**config.mk**
```make
export PLATFORM = sky130hd
export DESIGN_NAME = blit_bus_seq
export DESIGN_NICKNAME = d
export VERILOG_FILES = /design/src/rtl/blit_pkg.sv /design/src/rtl/blit_ptr_reg.sv /design/src/rtl/blit_span_ctr.sv /design/src/rtl/blit_seq_fsm.sv /design/src/rtl/blit_bus_seq.sv
export SDC_FILE = /design/constraint.sdc
export NUM_CORES = 1
export LEC_CHECK = 0
export ABC_AREA = 1
export BUFFER_PORTS_ARGS = -buffer_cell sky130_fd_sc_hd__buf_4
export CAP_MARGIN = 20
export CORE_UTILIZATION = 30
export DETAILED_ROUTE_END_ITERATION = 8
export PLACE_DENSITY = 0.55
export SYNTH_ARGS = -nofsm -noshare
export SYNTH_HDL_FRONTEND = slang
export SYNTH_HIERARCHICAL = 1
export SYNTH_SLANG_ARGS = --single-unit
```
**constraint.sdc**
```tcl
create_clock -name clk -period 3.3 [get_ports clk]
set_clock_uncertainty 0.1 [all_clocks]
set_input_delay 0.33 -clock clk [delete_from_list [all_inputs] [get_ports clk]]
set_output_delay 0.33 -clock clk [all_outputs]
set_load 0.01 [all_outputs]
```
**src/rtl/blit_pkg.sv**
```systemverilog
package blit_pkg;
   typedef enum logic [2:0] {
      ST_IDLE,
      ST_PRIME,
      ST_SRD,
      ST_DRD,
      ST_DWR,
      ST_LEND,
      ST_FIN
   } seq_state_t;
endpackage

```
**src/rtl/blit_ptr_reg.sv**
```systemverilog
module blit_ptr_reg #(
   parameter int ADDR_W = 24
) (
   input  logic              clk,
   input  logic              rst_n,
   input  logic              load,
   input  logic [ADDR_W-1:0] base,
   input  logic              step_en,
   input  logic [ADDR_W-1:0] step,
   input  logic              warp_en,
   input  logic [ADDR_W-1:0] warp,
   output logic [ADDR_W-1:0] ptr
);
   always_ff @(posedge clk or negedge rst_n) begin
      if (!rst_n)       ptr <= '0;
      else if (load)    ptr <= base;
      else if (step_en) ptr <= ptr + step;
      else if (warp_en) ptr <= ptr + warp;
   end
endmodule

```
**src/rtl/blit_span_ctr.sv**
```systemverilog
module blit_span_ctr #(
   parameter int CNT_W      = 16,
   parameter int WORD_BYTES = 2
) (
   input  logic             clk,
   input  logic             rst_n,
   input  logic             load,
   input  logic [CNT_W-1:0] width,
   input  logic [CNT_W-1:0] height,
   input  logic             word_adv,
   input  logic             line_end,
   output logic             last_word,
   output logic             last_line
);
   localparam logic [CNT_W-1:0] WB_C = CNT_W'(WORD_BYTES);

   logic [CNT_W-1:0] width_q;
   logic [CNT_W-1:0] cur_w;
   logic [CNT_W-1:0] lines_left;

   always_ff @(posedge clk or negedge rst_n) begin
      if (!rst_n) begin
         width_q    <= '0;
         cur_w      <= '0;
         lines_left <= '0;
      end else if (load) begin
         width_q    <= width;
         cur_w      <= width;
         lines_left <= height;
      end else if (line_end) begin
         cur_w      <= width_q;
         lines_left <= lines_left - 1'b1;
      end else if (word_adv && !last_word) begin
         cur_w <= cur_w - WB_C;
      end
   end

   assign last_word = (cur_w <= WB_C);
   assign last_line = (lines_left == CNT_W'(1));
endmodule

```
**src/rtl/blit_seq_fsm.sv**
```systemverilog
module blit_seq_fsm
   import blit_pkg::*;
(
   input  logic       clk,
   input  logic       rst_n,
   input  logic       start,
   input  logic       zero_size,
   input  logic       no_prime,
   input  logic       mem_ready,
   input  logic       last_word,
   input  logic       last_line,
   output seq_state_t state,
   output logic       load,
   output logic       prime_adv,
   output logic       word_adv,
   output logic       line_end,
   output logic       busy,
   output logic       done
);
   seq_state_t nxt;
   logic       skip_prime;
   seq_state_t line_head;

   assign load      = (state == ST_IDLE) && start && !zero_size;
   assign prime_adv = (state == ST_PRIME) && mem_ready;
   assign word_adv  = (state == ST_DWR) && mem_ready;
   assign line_end  = (state == ST_LEND);
   assign busy      = (state != ST_IDLE);
   assign done      = (state == ST_FIN);
   assign line_head = skip_prime ? ST_SRD : ST_PRIME;

   always_ff @(posedge clk or negedge rst_n) begin
      if (!rst_n)    skip_prime <= 1'b0;
      else if (load) skip_prime <= no_prime;
   end

   always_comb begin
      nxt = state;
      unique case (state)
         ST_IDLE:  if (start) nxt = zero_size ? ST_FIN : (no_prime ? ST_SRD : ST_PRIME);
         ST_PRIME: if (mem_ready) nxt = ST_SRD;
         ST_SRD:   if (mem_ready) nxt = ST_DRD;
         ST_DRD:   if (mem_ready) nxt = ST_DWR;
         ST_DWR:   if (mem_ready) nxt = last_word ? ST_LEND : ST_SRD;
         ST_LEND:  nxt = last_line ? ST_FIN : line_head;
         ST_FIN:   nxt = ST_IDLE;
         default:  nxt = ST_IDLE;
      endcase
   end

   always_ff @(posedge clk or negedge rst_n) begin
      if (!rst_n) state <= ST_IDLE;
      else        state <= nxt;
   end
endmodule

```
**src/rtl/blit_bus_seq.sv**
```systemverilog
module blit_bus_seq
   import blit_pkg::*;
#(
   parameter int ADDR_W     = 24,
   parameter int CNT_W      = 16,
   parameter int WORD_BYTES = 2
) (
   input  logic              clk,
   input  logic              rst_n,
   input  logic              start,
   input  logic [ADDR_W-1:0] src_base,
   input  logic [ADDR_W-1:0] dst_base,
   input  logic [CNT_W-1:0]  width,
   input  logic [CNT_W-1:0]  height,
   input  logic [ADDR_W-1:0] step,
   input  logic [ADDR_W-1:0] src_warp,
   input  logic [ADDR_W-1:0] dst_warp,
   input  logic              no_prime,
   output logic              mem_req,
   output logic              mem_we,
   output logic [ADDR_W-1:0] mem_addr,
   input  logic              mem_ready,
   output logic              done,
   output logic [ADDR_W-1:0] src_ptr,
   output logic [ADDR_W-1:0] dst_ptr
);
   localparam int N_PTR = 2;

   if (WORD_BYTES < 1 || (WORD_BYTES & (WORD_BYTES - 1)) != 0) begin : g_bad_wb
      $error("WORD_BYTES must be a power of two");
   end
   if (CNT_W < 2 || ADDR_W < 4) begin : g_bad_w
      $error("CNT_W or ADDR_W too small");
   end

   seq_state_t  state;
   logic        load, prime_adv, word_adv, line_end, busy;
   logic        last_word, last_line;
   logic        zero_size;

   logic [ADDR_W-1:0] p_base [N_PTR];
   logic [ADDR_W-1:0] p_warp [N_PTR];
   logic [ADDR_W-1:0] p_val  [N_PTR];
   logic              p_step [N_PTR];

   assign zero_size = (width == '0) || (height == '0);

   assign p_base[0] = src_base;
   assign p_base[1] = dst_base;
   assign p_warp[0] = src_warp;
   assign p_warp[1] = dst_warp;
   assign p_step[0] = word_adv || prime_adv;
   assign p_step[1] = word_adv;

   blit_seq_fsm u_fsm (
      .clk(clk), .rst_n(rst_n), .start(start), .zero_size(zero_size),
      .no_prime(no_prime), .mem_ready(mem_ready), .last_word(last_word),
      .last_line(last_line), .state(state), .load(load),
      .prime_adv(prime_adv), .word_adv(word_adv), .line_end(line_end),
      .busy(busy), .done(done)
   );

   blit_span_ctr #(.CNT_W(CNT_W), .WORD_BYTES(WORD_BYTES)) u_span (
      .clk(clk), .rst_n(rst_n), .load(load), .width(width), .height(height),
      .word_adv(word_adv), .line_end(line_end),
      .last_word(last_word), .last_line(last_line)
   );

   for (genvar g = 0; g < N_PTR; g++) begin : g_ptr
      blit_ptr_reg #(.ADDR_W(ADDR_W)) u_ptr (
         .clk(clk), .rst_n(rst_n), .load(load), .base(p_base[g]),
         .step_en(p_step[g]), .step(step), .warp_en(line_end),
         .warp(p_warp[g]), .ptr(p_val[g])
      );
   end

   assign src_ptr  = p_val[0];
   assign dst_ptr  = p_val[1];
   assign mem_req  = (state == ST_PRIME) || (state == ST_SRD) ||
                     (state == ST_DRD)   || (state == ST_DWR);
   assign mem_we   = (state == ST_DWR);
   assign mem_addr = ((state == ST_DRD) || (state == ST_DWR)) ? dst_ptr : src_ptr;
endmodule

```
Word level (Yosys, flattened, before mapping)
Index checks and enable logic that the tools add are counted.
Widths: inputs -> output; s select.
{"block": "word_totals", "word_cells": 70, "output_inout_bits": 75, "regBits": 100}
{"block": "classes", "n_addsub": 6, "eq_ne": 12, "order_cmp": 1, "mux": 23, "n_reduce_logical": 21}
{"operator": "$mux 24", "count": 7}
{"operator": "$add 24x24->24", "count": 4}
{"operator": "$mux 16", "count": 5}
{"operator": "$logic_not 16->1", "count": 2}
{"operator": "$mux 3", "count": 8}
{"operator": "$pmux 3 s6", "count": 1}
{"operator": "$eq 16x1->1 const B", "count": 1}
{"operator": "$le 16x2->1 const B", "count": 1}
{"operator": "$sub 16x1->16 const B", "count": 1}
{"operator": "$sub 16x2->16 const B", "count": 1}
{"operator": "$eq 3x3->1 const B", "count": 3}
{"operator": "$reduce_bool 3->1", "count": 3}
{"operator": "$ne 2x2->1 const B", "count": 4}
{"operator": "$eq 3x2->1 const B", "count": 2}
{"operator": "$logic_or 1x1->1", "count": 6}
{"operator": "$logic_and 1x1->1", "count": 5}
{"operator": "$reduce_and 5->1", "count": 1}
{"operator": "$mux 2", "count": 2}
{"operator": "$eq 3x1->1 const B", "count": 1}
{"operator": "$logic_not 3->1", "count": 1}
{"operator": "$logic_not 1->1", "count": 2}
{"operator": "$ne 2x1->1 const B", "count": 1}
{"operator": "$reduce_bool 2->1", "count": 1}

Longest topological paths before layout
{"block": "logic_depth", "depth_word": 6, "ltp_mapped": 21, "mapped_depth_nobuf": 19}

By module
The synthesis kept the hierarchy.
{"module": "blit_ptr_reg", "instances": 2, "area_each_um2": 3096.7, "seq_area_each_um2": 600.6, "cells_each": 516}
{"module": "blit_span_ctr", "instances": 1, "area_each_um2": 2776.4, "seq_area_each_um2": 1201.2, "cells_each": 369}
{"module": "blit_bus_seq", "instances": 1, "area_each_um2": 614.3, "seq_area_each_um2": 0.0, "cells_each": 118}
{"module": "blit_seq_fsm", "instances": 1, "area_each_um2": 386.6, "seq_area_each_um2": 100.1, "cells_each": 54}

Worst setup path before layout
Ideal clock, no wire load.
{"block": "synth_timing", "path_type": "flip-flop to flip-flop", "start": "reg u_fsm.state[0]", "end": "reg g_ptr[0].u_ptr.ptr[20]", "period_less_slack_ns": 3.251, "stages_incl_launch_ff": 16, "setup_time_ns": 0.117, "path_buffers": 3, "path_slack_ns": 0.049, "arrival_time_ns": 3.034, "cell_sequence": "dfrtp_1 > buf_4 > nor4_1 > or2_2 > buf_2 > buf_2 > mux2_2 > ha_1 > nand2_1 > nor2_2 > nand2_1 > nand3b_1 > nand3_1 > nand2_1 > nand3_1 > nand2_1"}
{"element": "from (decl)", "line": "blit_seq_fsm.sv:12", "source": "output seq_state_t state,"}
{"element": "from (signal assigned)", "line": "blit_seq_fsm.sv:53", "source": "else state <= nxt;"}
{"element": "to (signal assigned)", "line": "blit_ptr_reg.sv:16", "source": "else if (load) ptr <= base;"}
{"element": "to (signal assigned)", "line": "blit_ptr_reg.sv:17", "source": "else if (step_en) ptr <= ptr + step;"}
{"element": "to (signal assigned)", "line": "blit_ptr_reg.sv:18", "source": "else if (warp_en) ptr <= ptr + warp;"}
{"element": "to (decl)", "line": "blit_ptr_reg.sv:12", "source": "output logic [ADDR_W-1:0] ptr"}

==> impl.org <==
** Outcome
- Run status :: finished clean

** Floorplanning
- Measured along the x axis, the die boundary spans 184 microns.
- From bottom edge to top edge, the die measures around 180 microns.
- Standard-cell row count :: 66
- After floorplanning, the core was sized to cover 0.0326 sq mm.
- During I/O placement, the number of pins put on the boundary was between 200 and 250.
- Area of the die :: 0.0340 sq mm
- The initial utilization of the core area, before any placement, comes to 30.6%.

** Power and ir drop
- Comb pwr share :: 68.9%
- Total net switching power :: 6.57 mW
- Switching portion of total power :: 54.0%
- Sequential cell fraction of total power :: 21.5%
- VDD sags by at most slightly above 0.3 mV.
- Dividing total power by cell area gives a power density of between 900 and 1000 mW/mm^2.
- Internal power comes to about 5.6 mW.
- Clk network pwr share :: 9.7%
- The analysis attributes to cell leakage a power of roughly 6.8 nW.

** Clock tree
- Number of buffers added by the clock tree synthesis step :: 9
- Clock-pin slew was measured on the worst setup and hold paths at 0.09 ns.
- Buffers from clock root to sink, at most :: 2
- The cell sitting at the root of the clock tree is a clkbuf_16.
- Sinks on Clock Net :: 100
- Clock latency on the worst-skew pair, taken at its later pin, is approximately 0.38 ns.
- TritonCTS clock tree :: yes
- H-tree depth :: 3

** Synthesis
- By area the synthesized netlist is led by dfrtp_1 25%, nand2_1 21%, inv_1 8.7%.
- Synth Instances :: about 1600
- After synthesis, the mean cell area works out to 6.34 sq um.
- Share of synthesized area occupied by flip-flops and latches :: between 20% and 30%
- Number of storage elements in the synthesis netlist :: 100
- The mapped netlist covers between 0.009 and 0.01 sq mm.
- Yosys mapped the design onto 45 distinct sky130hd cell types.
- dfrtp_1 takes more of the synthesized area than any other cell.
- Ys Warns :: 6
- Share of the synthesized area in the top cell type :: ~25%
- Counting every net in the synthesized netlist gives roughly 1800.

** Layout
- From synthesis to final layout, the design area changed by 26.1%.
- For this run, the number of standard cells in the final layout without fillers is between 2000 and 2500.
- Post-route core utilization :: between 30% and 40%
- After filler insertion, the fill cell instance count of the layout stands at 3610.
- Share of final-layout standard cells stronger than drive strength 1 :: 22.2%
- Final net count :: 2006

** Global routing
- Global-route wire length before repair :: ~61000 microns
- Met1 usage :: 29.2%
- The global routing stage identified its most utilized layer as met2.
- Pin count of the biggest net entering global routing :: 54
- The via count of the first global-routing pass came to about 11000.
- The initial antenna violation count is 7.
- Met3 Resource Use GR :: under 10%
- GRT Residual Overflow :: 0
- Global routing consumed, on the met2 layer, 40.6% of the routing resources.
- Total routing resource utilization after global routing :: 24.0%

** Placed design
- DPL Wire Length :: between 30000 and 40000 microns
- Number of buffers added on ports :: roughly 230
- The congestion estimate from routability-driven global placement came to approximately 0.94.
- In this run, placement finished with an instance count of 2226.

** Critical path
- Critical setup path kind :: register to register
- At the worst endpoint, the required time is 3.46 ns.
- Crit path capture type :: register
- Arr. time, crit path :: between 3 and 4 ns
- Largest driver fanout on the critical path :: 27
- Startpoint class of the critical path :: register

** Hold path
- The worst hold path belongs to the class input pin to register.

** Routing
- The routed design has 40400 microns of wire.
- Antenna viol nets, final :: 0
- In this run, the number of DRC markers left after iteration 0 of detailed routing was 799.
- Before antenna repair, the detailed router went through 5 iterations.
- Drt drc :: 0
- Average via count per standard cell :: 4.83
- The routed layout has 10900 vias.
- Routed length per instance :: 17.9 microns

** Timing
- Setup violations remaining at the end of the flow were counted as 0.
- Max-slew headroom :: 48.7%
- Hold violation count in the final report :: 0
- Of the available clock period, the critical path in the final layout requires a little over nine tenths.
- For the pin with the worst max-slew slack, the measured transition is 0.770 ns.
- F_max :: 318 MHz
- The count of final max-slew check failures was 0.
- Time the worst path needs with I/O delays and setup :: 3.15 ns

** Flow run
- Count of maximum capacitance violations :: 0
## area by class of cell
type / count / area, sq um / area share, %
Multi-Input combinational cell: 1198 / 6380 / 50.7
Clock buffer: 9 / 225 / 1.79
Timing Repair Buffer: 249 / 1910 / 15.2
Clock inverter: 7 / 88.8 / 0.706
Sequential cell: 100 / 2510 / 19.9
Antenna cell: 5 / 12.5 / 0.0995
Tap cell: 442 / 553 / 4.40
Inverter: 240 / 901 / 7.16
## what timing repair did
action / in CTS / in global routing
pin swaps: 0 / 1
setup buffers: 0 / 2
resized for setup: 1 / 20
hold buffers: 1 / 0
endpoints found under the hold margin: 47 / 0
endpoints found under the setup margin: 2 / 27
## power by group through the flow
stage	Clock, mW	Sequential [mW]	Combinational [mW]
final	1.18	2.61	8.38
after detailed placement	0	2.63	8.25
after CTS	1.21	2.61	8.29
after floorplan	0	2.46	5.60
after global routing	1.26	2.67	9.44
after global placement	0	2.61	8.19
## per-stage QoR
| stage | setup TNS, ns | worst slack, ns | power, mW | cell area (sq um) | hold slack [ns] |
|---|---|---|---|---|---|
| detailed placement | -0.0331 | -0.0331 | 10.9 | 12200 | 0.340 |
| global placement | 0 | 0.0306 | 10.8 | 12200 | 0.338 |
| floorplan | 0 | 0.0487 | 8.06 | 9970 | -0.0656 |
| CTS | 0 | 0.000495 | 12.1 | 12500 | 0.0621 |
| global route | -0.00677 | -0.00655 | 13.4 | 12600 | 0.0632 |
| finish | 0 | 0.152 | 12.2 | 12600 | 0.0757 |
## state kept, by name, indices dropped and copies added (netlist names)
name               flops
u_span/width_q        16
u_fsm/skip_prime       1
g_ptr.u_ptr/ptr       48
u_fsm/state            3
u_span/lines_left     16
u_span/cur_w          16
## layout by cell type (no fill, tap or decap), types with 3 or more instances in the layout
master,synthesis,final
nand2_1,564,559
nor2_2,11,12
nand2_4,6,6
o21ai_0,41,41
nand4_1,18,18
inv_1,232,232
dfrtp_1,100,97
diode_2,0,5
nor3_1,13,13
xor2_1,9,9
ha_2,0,5
inv_2,8,8
o211ai_1,13,13
clkinv_8,0,3
o21ai_1,10,10
a22o_1,14,14
nand3b_1,15,15
nor2_4,12,13
buf_4,6,245
nor2_1,130,128
clkbuf_16,0,9
xnor2_1,10,10
mux2_2,44,44
o221ai_1,5,5
buf_12,2,3
or2_2,3,3
o311ai_0,3,3
ha_1,49,44
a21oi_1,36,36
dfrtp_2,0,3
a22oi_1,11,11
a31oi_1,5,5
nand3_1,127,127
nand2_2,29,34
## worst max-delay path, cell delays in order (launching register included)
cell     delay [ns]
dfrtp_2        0.45
nor4_4         0.36
or2_2          0.19
buf_12         0.19
mux2_2         0.36
ha_2           0.41
nand2_2        0.12
nor2_4         0.18
nand3_1        0.11
nand3_1        0.16
nand2_1        0.09
nand2_1        0.07
nand2_1        0.04
nand3_1        0.12
nand2_1        0.07
## per-layer routing
metal / routed length, microns / up-vias / part of all wire [%]
met3: 2920 / 77 / 7.2
met2: 18600 / 370 / 46
met4: 1660 / 6 / 4.1
met5: 40 / - / 0.099
li1: - / 5452 / -
met1: 17100 / 4973 / 42
## worst paths after layout
path	endpoint	cells after the start	slack, ns	from
min in group asynchronous	g_ptr[1].u_ptr/ptr[14]	2	0.47	rst_n
worst max register to register	g_ptr[0].u_ptr/ptr[17]	14	0.15	u_fsm/state[1]
max in group asynchronous	u_fsm/state[1]	3	1.83	rst_n
worst min-delay path	g_ptr[0].u_ptr/ptr[14]	3	0.08	src_base[14]
worst max-delay path	g_ptr[0].u_ptr/ptr[17]	14	0.15	u_fsm/state[1]
worst min register to register	u_span/width_q[9]	2	0.37	u_span/width_q[9]
## synth_stat cells (all sizes together)
master	count
o221ai	5
a31oi	5
nor2	153
xnor2	10
a22oi	11
o311ai	3
nand3	131
nor4	1
nand4	18
nand3b	15
o211ai	14
fa	2
buf	30
or2	5
nor3	13
a22o	14
o21ai	52
xor2	9
clkbuf	5
o22ai	2
dfrtp	100
o21bai	2
mux2	44
nand2	600
and2	2
a21oi	37
ha	49
nor3b	1
inv	240
## cells by family after synthesis
| group | share of synthesized area, % |
|---|---|
| buf+inv | 11.4 |
| xor+xnor | 1.67 |
| fa+ha+maj | 6.55 |
| simple gates | 41.3 |
| flops | 25.1 |
| mux | 4.97 |
| compound gates | 9.00 |
Note: power is estimated with default switching activity, not from simulation.
